$ cat src/rtl/wake_cap_pkg.sv
package wake_cap_pkg;

  localparam int GRP_W = 4;

  typedef enum logic [GRP_W-1:0] {
    GRP_CTRL     = 4'd0,
    GRP_MASK     = 4'd1,
    GRP_MASK_SET = 4'd2,
    GRP_MASK_CLR = 4'd3,
    GRP_SENS     = 4'd4,
    GRP_SENS_SET = 4'd5,
    GRP_SENS_CLR = 4'd6,
    GRP_POL      = 4'd7,
    GRP_POL_SET  = 4'd8,
    GRP_POL_CLR  = 4'd9,
    GRP_PEND     = 4'd10,
    GRP_ACK      = 4'd11
  } regGrp_e;

  localparam int CTRL_EN_BIT   = 0;
  localparam int CTRL_EDGE_BIT = 1;
  localparam int CTRL_RST_BIT  = 2;

  // strobes from control to the line datapath
  typedef struct packed {
    logic maskSet;
    logic maskClr;
    logic sensSet;
    logic sensClr;
    logic polSet;
    logic polClr;
    logic ack;
    logic swRst;
  } wrStrobe_t;

endpackage

$ cat src/rtl/wake_cap_ctrl.sv
module wake_cap_ctrl
  import wake_cap_pkg::*;
#(
  parameter int WIDX_W = 1,
  parameter int ADDR_W = WIDX_W + 2 + GRP_W
) (
  input  logic              clk,
  input  logic              rstN,
  input  logic              busWe,
  input  logic [ADDR_W-1:0] busAddr,
  input  logic [31:0]       busWdata,
  output wrStrobe_t         stb,
  output logic [WIDX_W-1:0] wordSel,
  output logic [GRP_W-1:0]  rdGrp,
  output logic              ctrlEnable,
  output logic              ctrlEdgeOnly,
  output logic [31:0]       ctrlRdata
);

  logic ctrlHit;

  assign rdGrp   = busAddr[ADDR_W-1 -: GRP_W];
  assign wordSel = busAddr[2 +: WIDX_W];
  assign ctrlHit = (rdGrp == GRP_CTRL) && (wordSel == '0);

  always_comb begin
    stb = '0;
    if (busWe) begin
      unique case (rdGrp)
        GRP_MASK_SET: stb.maskSet = 1'b1;
        GRP_MASK_CLR: stb.maskClr = 1'b1;
        GRP_SENS_SET: stb.sensSet = 1'b1;
        GRP_SENS_CLR: stb.sensClr = 1'b1;
        GRP_POL_SET:  stb.polSet  = 1'b1;
        GRP_POL_CLR:  stb.polClr  = 1'b1;
        GRP_ACK:      stb.ack     = 1'b1;
        GRP_CTRL:     stb.swRst   = (wordSel == '0) && busWdata[CTRL_RST_BIT];
        default:      stb = '0;
      endcase
    end
  end

  always_ff @(posedge clk or negedge rstN) begin
    if (!rstN) begin
      ctrlEnable   <= 1'b0;
      ctrlEdgeOnly <= 1'b0;
    end else if (stb.swRst) begin
      ctrlEnable   <= 1'b0;
      ctrlEdgeOnly <= 1'b0;
    end else if (busWe && ctrlHit) begin
      ctrlEnable   <= busWdata[CTRL_EN_BIT];
      ctrlEdgeOnly <= busWdata[CTRL_EDGE_BIT];
    end
  end

  always_comb begin
    ctrlRdata = '0;
    if (ctrlHit) begin
      ctrlRdata[CTRL_EN_BIT]   = ctrlEnable;
      ctrlRdata[CTRL_EDGE_BIT] = ctrlEdgeOnly;
    end
  end

  // soft reset leaves control bits cleared
  assert_srst_ctrl_R11: assert property (@(posedge clk) disable iff (!rstN)
    stb.swRst |=> (!ctrlEnable && !ctrlEdgeOnly));

  // only a control write changes the control bits
  assert_ctrl_stable_R5: assert property (@(posedge clk) disable iff (!rstN)
    !busWe |=> ($stable(ctrlEnable) && $stable(ctrlEdgeOnly)));

endmodule

$ cat src/rtl/wake_cap_lines.sv
module wake_cap_lines
  import wake_cap_pkg::*;
#(
  parameter int NUM_LINES = 40,
  parameter int WORDS     = (NUM_LINES + 31) / 32,
  parameter int WIDX_W    = 1
) (
  input  logic                 clk,
  input  logic                 rstN,
  input  logic [NUM_LINES-1:0] rawIrq,
  input  wrStrobe_t            stb,
  input  logic [WIDX_W-1:0]    wordSel,
  input  logic [GRP_W-1:0]     rdGrp,
  input  logic [31:0]          busWdata,
  input  logic                 ctrlEnable,
  input  logic                 ctrlEdgeOnly,
  output logic [31:0]          lineRdata,
  output logic [NUM_LINES-1:0] pendVec,
  output logic [NUM_LINES-1:0] maskVec,
  output logic                 wake
);

  localparam int PAD_W = WORDS * 32;

  logic [NUM_LINES-1:0] syncA, syncB, syncPrev;
  logic [NUM_LINES-1:0] sensVec, polVec, evtVec;

  always_ff @(posedge clk or negedge rstN) begin
    if (!rstN) begin
      syncA    <= '0;
      syncB    <= '0;
      syncPrev <= '0;
    end else begin
      syncA    <= rawIrq;
      syncB    <= syncA;
      syncPrev <= syncB;
    end
  end

  for (genvar gi = 0; gi < NUM_LINES; gi++) begin : gLine
    localparam int WI = gi / 32;
    localparam int BI = gi % 32;
    logic hit, useEdge, edgeSeen, levelSeen;

    assign hit       = (32'(wordSel) == WI) && busWdata[BI];
    assign useEdge   = ctrlEdgeOnly || !sensVec[gi];
    assign edgeSeen  = polVec[gi] ? (syncB[gi] && !syncPrev[gi])
                                  : (!syncB[gi] && syncPrev[gi]);
    assign levelSeen = (syncB[gi] == polVec[gi]);
    assign evtVec[gi] = ctrlEnable && !maskVec[gi] &&
                        (useEdge ? edgeSeen : levelSeen);

    always_ff @(posedge clk or negedge rstN) begin
      if (!rstN) begin
        maskVec[gi] <= 1'b1;
        sensVec[gi] <= 1'b0;
        polVec[gi]  <= 1'b1;
        pendVec[gi] <= 1'b0;
      end else if (stb.swRst) begin
        maskVec[gi] <= 1'b1;
        sensVec[gi] <= 1'b0;
        polVec[gi]  <= 1'b1;
        pendVec[gi] <= 1'b0;
      end else begin
        if (stb.maskSet && hit)      maskVec[gi] <= 1'b1;
        else if (stb.maskClr && hit) maskVec[gi] <= 1'b0;
        if (stb.sensSet && hit)      sensVec[gi] <= 1'b1;
        else if (stb.sensClr && hit) sensVec[gi] <= 1'b0;
        if (stb.polSet && hit)       polVec[gi]  <= 1'b1;
        else if (stb.polClr && hit)  polVec[gi]  <= 1'b0;
        pendVec[gi] <= evtVec[gi] || (pendVec[gi] && !(stb.ack && hit));
      end
    end

    // a masked line cannot become pending
    assert_mask_blocks_R9: assert property (@(posedge clk) disable iff (!rstN)
      maskVec[gi] |=> !$rose(pendVec[gi]));
    // nothing becomes pending while disabled
    assert_disable_blocks_R9: assert property (@(posedge clk) disable iff (!rstN)
      !ctrlEnable |=> !$rose(pendVec[gi]));
    // acknowledge clears when no event competes
    assert_ack_clears_R10: assert property (@(posedge clk) disable iff (!rstN)
      (stb.ack && hit && !evtVec[gi]) |=> !pendVec[gi]);
    // a fresh event always lands
    assert_event_wins_R10: assert property (@(posedge clk) disable iff (!rstN)
      (evtVec[gi] && !stb.swRst) |=> pendVec[gi]);
  end

  assign wake = |(pendVec & ~maskVec);

  logic [PAD_W-1:0] padMask, padSens, padPol, padPend;
  assign padMask = PAD_W'(maskVec);
  assign padSens = PAD_W'(sensVec);
  assign padPol  = PAD_W'(polVec);
  assign padPend = PAD_W'(pendVec);

  always_comb begin
    lineRdata = '0;
    if (32'(wordSel) < WORDS) begin
      unique case (rdGrp)
        GRP_MASK: lineRdata = padMask[32*wordSel +: 32];
        GRP_SENS: lineRdata = padSens[32*wordSel +: 32];
        GRP_POL:  lineRdata = padPol[32*wordSel +: 32];
        GRP_PEND: lineRdata = padPend[32*wordSel +: 32];
        default:  lineRdata = '0;
      endcase
    end
  end

endmodule

$ cat src/rtl/wake_capture.sv
module wake_capture
  import wake_cap_pkg::*;
#(
  parameter  int NUM_LINES = 40,
  localparam int WORDS     = (NUM_LINES + 31) / 32,
  localparam int WIDX_W    = (WORDS > 1) ? $clog2(WORDS) : 1,
  localparam int ADDR_W    = WIDX_W + 2 + GRP_W
) (
  input  logic                 clk,
  input  logic                 rstN,
  input  logic                 busWe,
  input  logic [ADDR_W-1:0]    busAddr,
  input  logic [31:0]          busWdata,
  output logic [31:0]          busRdata,
  input  logic [NUM_LINES-1:0] rawIrq,
  output logic                 wake
);

  wrStrobe_t            stb;
  logic [WIDX_W-1:0]    wordSel;
  logic [GRP_W-1:0]     rdGrp;
  logic                 ctrlEnable, ctrlEdgeOnly;
  logic [31:0]          ctrlRdata, lineRdata;
  logic [NUM_LINES-1:0] pendVec, maskVec;

  wake_cap_ctrl #(.WIDX_W(WIDX_W), .ADDR_W(ADDR_W)) uCtrl (
    .clk(clk), .rstN(rstN), .busWe(busWe), .busAddr(busAddr),
    .busWdata(busWdata), .stb(stb), .wordSel(wordSel), .rdGrp(rdGrp),
    .ctrlEnable(ctrlEnable), .ctrlEdgeOnly(ctrlEdgeOnly),
    .ctrlRdata(ctrlRdata)
  );

  wake_cap_lines #(.NUM_LINES(NUM_LINES), .WORDS(WORDS), .WIDX_W(WIDX_W)) uLines (
    .clk(clk), .rstN(rstN), .rawIrq(rawIrq), .stb(stb), .wordSel(wordSel),
    .rdGrp(rdGrp), .busWdata(busWdata), .ctrlEnable(ctrlEnable),
    .ctrlEdgeOnly(ctrlEdgeOnly), .lineRdata(lineRdata), .pendVec(pendVec),
    .maskVec(maskVec), .wake(wake)
  );

  assign busRdata = ctrlRdata | lineRdata;

  // no wake without a pending line
  assert_wake_idle_R12: assert property (@(posedge clk) disable iff (!rstN)
    (pendVec == '0) |-> !wake);

  // wake follows an unmasked pending line
  assert_wake_follows_R12: assert property (@(posedge clk) disable iff (!rstN)
    ((pendVec & ~maskVec) != '0) |-> wake);

endmodule

$ cat config.mk
export PLATFORM = sky130hd
export DESIGN_NAME = wake_capture
export DESIGN_NICKNAME = d
export VERILOG_FILES = /design/src/rtl/wake_cap_pkg.sv /design/src/rtl/wake_cap_ctrl.sv /design/src/rtl/wake_cap_lines.sv /design/src/rtl/wake_capture.sv
export SDC_FILE = /design/constraint.sdc
export NUM_CORES = 1
export LEC_CHECK = 0
export BUFFER_PORTS_ARGS = -buffer_cell sky130_fd_sc_hd__buf_2
export CORE_MARGIN = 1
export CORE_UTILIZATION = 38
export CTS_CLUSTER_DIAMETER = 40
export CTS_CLUSTER_SIZE = 20
export DETAILED_ROUTE_END_ITERATION = 16
export PLACE_DENSITY = 0.61
export SLEW_MARGIN = 5
export SYNTH_ARGS = -nofsm -noshare
export SYNTH_HDL_FRONTEND = slang
export SYNTH_SLANG_ARGS = --single-unit
export TNS_END_PERCENT = 5
$ cat constraint.sdc
create_clock -name clk -period 2.9 [get_ports clk]
set_input_delay 0.725 -clock clk [delete_from_list [all_inputs] [get_ports clk]]
set_output_delay 0.725 -clock clk [all_outputs]
set_load 0.01 [all_outputs]
# After elaboration in Yosys (flattened, before gate mapping)
# Index checks and enable logic that the tools add are counted.
word_totals:
  ff_bits: 282
  input_bits: 82
  output_inout_bits: 33
  word_cells: 1644
op_classes:
  n_eq_ne: 51
  n_shift: 4
  mux: 495
  bitwise: 4
  reduce_logical: 925
op_table:
  columns: ["op", "n"]
  rows:
  - ["1-bit logical AND", 522]
  - ["1-bit 2-to-1 mux", 492]
  - ["3-bit nonzero test", 120]
  - ["64-bit by 7-bit variable part select with 32-bit output", 4]
  - ["1-bit logical NOT", 200]
  - ["32-bit one-hot mux with 4 select lines", 1]
  - ["1-bit logical OR", 80]
  - ["40-bit bitwise AND", 1]
  - ["1-bit equality test", 40]
  - ["40-bit inverter", 1]
  - ["40-bit OR reduction", 1]
  - ["2-bit by 32-bit OR with 32-bit output", 1]
  - ["4-bit by 3-bit equality test with 1-bit output (second input constant)", 4]
  - ["4-bit equality test (second input constant)", 4]
  - ["4-bit by 2-bit equality test with 1-bit output (second input constant)", 2]
  - ["8-bit 2-to-1 mux", 1]
  - ["4-bit by 1-bit equality test with 1-bit output (second input constant)", 1]
  - ["4-bit logical NOT", 1]
  - ["2-bit 2-to-1 mux", 1]
  - ["2-bit nonzero test", 1]
  - ["1-bit inverter", 1]

# Logic depth before layout (Yosys ltp)
logic_depth:
  depth_word: 9
  ltp_mapped: 9
  depth_no_buf: 5

# By module
# Synthesis repeated with hierarchy kept, for this count alone.
unflattened:
  cells_unflattened: 1416
  area_unflattened_um2: 13700.6
by_module_without_submodules:
  columns: ["mod", "instances", "cells_per_inst", "area_each_um2", "seq_area_each_um2"]
  rows:
  - ["wake_cap_lines", 1, 1324, 13018.7, 7106.8]
  - ["wake_cap_ctrl", 1, 60, 481.7, 50.0]
  - ["wake_capture", 1, 32, 200.2, 0.0]

# Least setup slack after synthesis
# OpenSTA, ideal clock, no wires.
synth_timing:
  kind: "input to output"
  startpoint: "in busAddr[6]"
  endpoint: "out busRdata[14]"
  arrival_ns: 2.068
  required_ns: 2.175
  setup_slack_ns: 0.107
  path_stages: 6
  path_buffers: 3
  path_cell_list: "buf_4 nor4b_4 buf_4 clkbuf_4 a222oi_1 a21oi_1"
synth_between:
  elab_chain_cells: 3
  elab_cells_between_ends: 6
  classes_between: "eq/ne: 4; mux: 1; bitwise: 1"
synth_lines:
  columns: ["element", "line", "text"]
  rows:
  - ["start: declaration", "wake_capture.sv:12", "input logic [ADDR_W-1:0] busAddr,"]
  - ["4-bit equality test, or another cell as far along", "wake_cap_lines.sv:100", "unique case (rdGrp)"]
  - ["32-bit one-hot mux with 4 select lines *", "wake_cap_lines.sv:100", null]
  - ["2-bit by 32-bit OR with 32-bit output *", "wake_capture.sv:40", "assign busRdata = ctrlRdata | lineRdata;"]
  - ["end: declaration", "wake_capture.sv:14", "output logic [31:0] busRdata,"]
# Every way passes the cells marked *; elsewhere a longest branch is shown, timed or not.

# Final worst setup path
layout_timing:
  startpoint: "in busAddr[5]"
  endpoint: "out busRdata[24]"
# The elaborated chain is that of the path after synthesis.

==> flow_summary.toml <==
[timing]
hold_viol = 0
max-slew-margin-rel_pct = 56.8
rsz0062_at_grt = "yes"
worst_pin_slew_ps = 649
max_freq_mhz = 333
layout_min_cycle_time_ps = 3000
worst_clock_skew_ps = 12.8
tns_ps = -2270
min_period_over_period_pct = 104
slew_viol_final = 0
setup_ws_ps = -102
setup_violations = 28

[global_routing]
grt-ovfl-total = 0
grt_use_total_pct = 25.0
grt_pass1_wl_um = 64400
grt_max_degree = 64
antenna_found_initial = 1
grt_pass1_vias = 11200

[setup_path]
crit_required_ps = 2170
critPathKind = "input pin to output port"
critPathCaptureType = "output port"
cp-start-kind = "input pin"
slowest_delay_ps = 450
arrival_ps = 2280
critical_path.cell_chain = "buf_8, nor4b_4, buf_4, or3_4, o21ai_4, buf_6, buf_12, a21oi_1, buf_2"
path_max_fanout = 12
crit_slowest_cell = "or3_4"

[clock_network]
htree_levels = 2
ctsHoldBuffers = 0
cts_tree = "done"
cts_root_buf = "clkbuf_16"
cts_buffers = 45
cts_sinks = 282
insertion_delay_ps = 550
clkTransAtPathRegs_ps = 50
cts_buffer_depth = 3

[floorplanning]
row_count = 66
ioPinCount = 115
initial_core_util_pct = 38.6
die_w_um = 184
die_h_um = 184
die-area_um2 = 33700
core_um2 = 32500

[detailed_routing]
firstDrtPassIters = 6
drtIter0Drc = 1152
vias = 11200
via_per_inst = 5.88
wl_um = 41300
antenna_left = 0
post_drt_wl_per_cell_um = 21.7
drc = 0

[power]
ir_worst_vdd_mv = 0.562
power.leakage_nw = 6.64
p_clk_share_pct = 44.5
power_frac_seq_pct = 41.3
swShare_pct = 29.0
p_sw_mw = 3.78
power.density_nw_per_um2 = 823
power.internal_mw = 9.28
combPwrFrac_pct = 14.2

[synthesis]
synthArstFlopShare_pct = 100
yosys-top-cells-area = "dfrtp_1 (40%), dfstp_2 (17%), o21ai_0 (7.6%)"
syn_nets = 1360
synth_top_area_share_pct = 40.4
synth_area_um2 = 12500
ys_seq_elements = 282
synth_edf_count = 0
seq_area_frac_synth_pct = 57.1
synth_common_cells = "dfrtp_1 (202), o21ai_0 (189), a21oi_1 (182)"
synth.largest_area_cell = "dfrtp_1"
ys_types = 61
netlist_instances = 1278
synthMostInstantiatedCell = "dfrtp_1"
syn_avg_cell_area_um2 = 9.80
yosysWarnings = 0
synth_ff_type = "dfrtp_1"

[placement]
dp_cells = 1812
hpwl_um = 25600
portBuffers = 112
gp_congestion = 0.878

[finish]
area_delta_synth_final_pct = 26.7
nFillCells = 2979
fin_cells = 1906
final_layout_size_suffix_gt1_share_pct = 27.5
fin_nets = 1508
multiInputGateArea_um2 = 4930
seqCellArea_um2 = 7160

[run_status]
violations = "setup timing"
status = "finished with violations"

[run]
drv_cap = 0

[worst_hold_path]
hp-class = "input pin to async pin"
## power groups by stage
stage	registers (mW)	logic, mW	clock network (mW)
6_report	5.39	1.86	5.81
5_1_grt	5.47	2.08	6.06
3_5_place_dp	5.42	1.74	0
3_3_place_gp	5.40	1.69	0
2_1_floorplan	5.18	1.17	0
4_1_cts	5.37	1.82	5.91
## placed cells by master, fill, tap and decap left out, types with 13 or more instances in the layout
| master | n |
|---|---|
| a21oi_1 | 163 |
| a21oi_2 | 19 |
| a222oi_1 | 24 |
| a22oi_1 | 15 |
| buf_2 | 106 |
| buf_4 | 62 |
| clkbuf_16 | 47 |
| dfrtp_1 | 202 |
| dfstp_2 | 80 |
| inv_1 | 42 |
| nand2_1 | 136 |
| nand3_1 | 49 |
| nor2_1 | 44 |
| nor3_1 | 33 |
| o211ai_1 | 81 |
| o21ai_0 | 186 |
| o22ai_1 | 13 |
## state kept, by name, indices dropped and copies added, names as in the netlist
name	flops
uCtrl.ctrlEdgeOnly	1
uCtrl.ctrlEnable	1
uLines.maskVec	40
uLines.padPol	40
uLines.padSens	40
uLines.pendVec	40
uLines.syncA	40
uLines.syncB	40
uLines.syncPrev	40
## path summary, 6_finish.rpt
path / from / end / slack (ps) / cells past startpoint
setup / recovery: busAddr[5] / busRdata[24] / -100 / 9
hold / removal: rstN / uLines.padSens[0] / 150 / 1
setup reg to reg: uCtrl.ctrlEdgeOnly / uLines.pendVec[37] / 1040 / 6
hold reg to reg: uLines.syncA[38] / uLines.syncB[38] / 340 / 0
max in group asynchronous: rstN / uLines.padPol[13] / 1910 / 2
min in group clk: rawIrq[25] / uLines.syncA[25] / 280 / 1
## metal layers
metal / track usage [%] / vias up / wire length [um] / part of all wire (%)
met1: 33.7 / 5543 / 17800 / 43
met5: 0 / - / 0 / 0
met4: 12.2 / 0 / 1540 / 3.7
met3: 5.82 / 105 / 3390 / 8.2
li1: - / 4996 / - / -
met2: 37.7 / 559 / 18600 / 45
## logic make-up after synthesis
family / after synthesis / share of synthesized area [%]
and+or+nand+nor: 298 / 10.9
buffers and inverters: 138 / 4.90
DFF: 282 / 57.1
AOI/OAI and AO/OA: 544 / 25.8
xor gates and xnor gates: 10 / 0.699
muxes: 6 / 0.499
## stage by stage
stage	power [mW]	utilization (%)	hold slack [ps]	instance area [um^2]	worst slack [ps]
after floorplan	6.34	-	331	12500	107
after global placement	7.09	42.9	333	13900	-422
after detailed placement	7.16	42.9	335	13900	-458
after CTS	13.1	48.6	164	15800	-105
after global routing	13.6	48.9	186	15900	-143
final	13.1	48.9	154	15900	-102
## cell type report
cell class | instances | share of cell area (%)
Multi-Input combinational cell | 858 | 31.1
Inverter | 46 | 1.09
Sequential cell | 282 | 45.1
Clock buffer | 53 | 7.81
Tap cell | 442 | 3.49
Clock inverter | 31 | 2.60
Antenna cell | 1 | 0.0158
Timing Repair Buffer | 193 | 8.83
## critical path, delay by kind of cell
| kind | cells | cell delay (ps) |
|---|---|---|
| buffers and inverters | 5 | 720 |
| AND/OR/NAND/NOR | 2 | 570 |
| AO/OA/AOI/OAI | 2 | 250 |
## repair_timing
| action | in CTS | in global routing |
|---|---|---|
| setup endpoints to repair | 32 | 33 |
| cloned | 1 | 0 |
| pin swaps | 10 | 0 |
| resized for setup | 37 | 21 |
| buffers inserted | 10 | 0 |
Power figures use the tool's default switching activity.
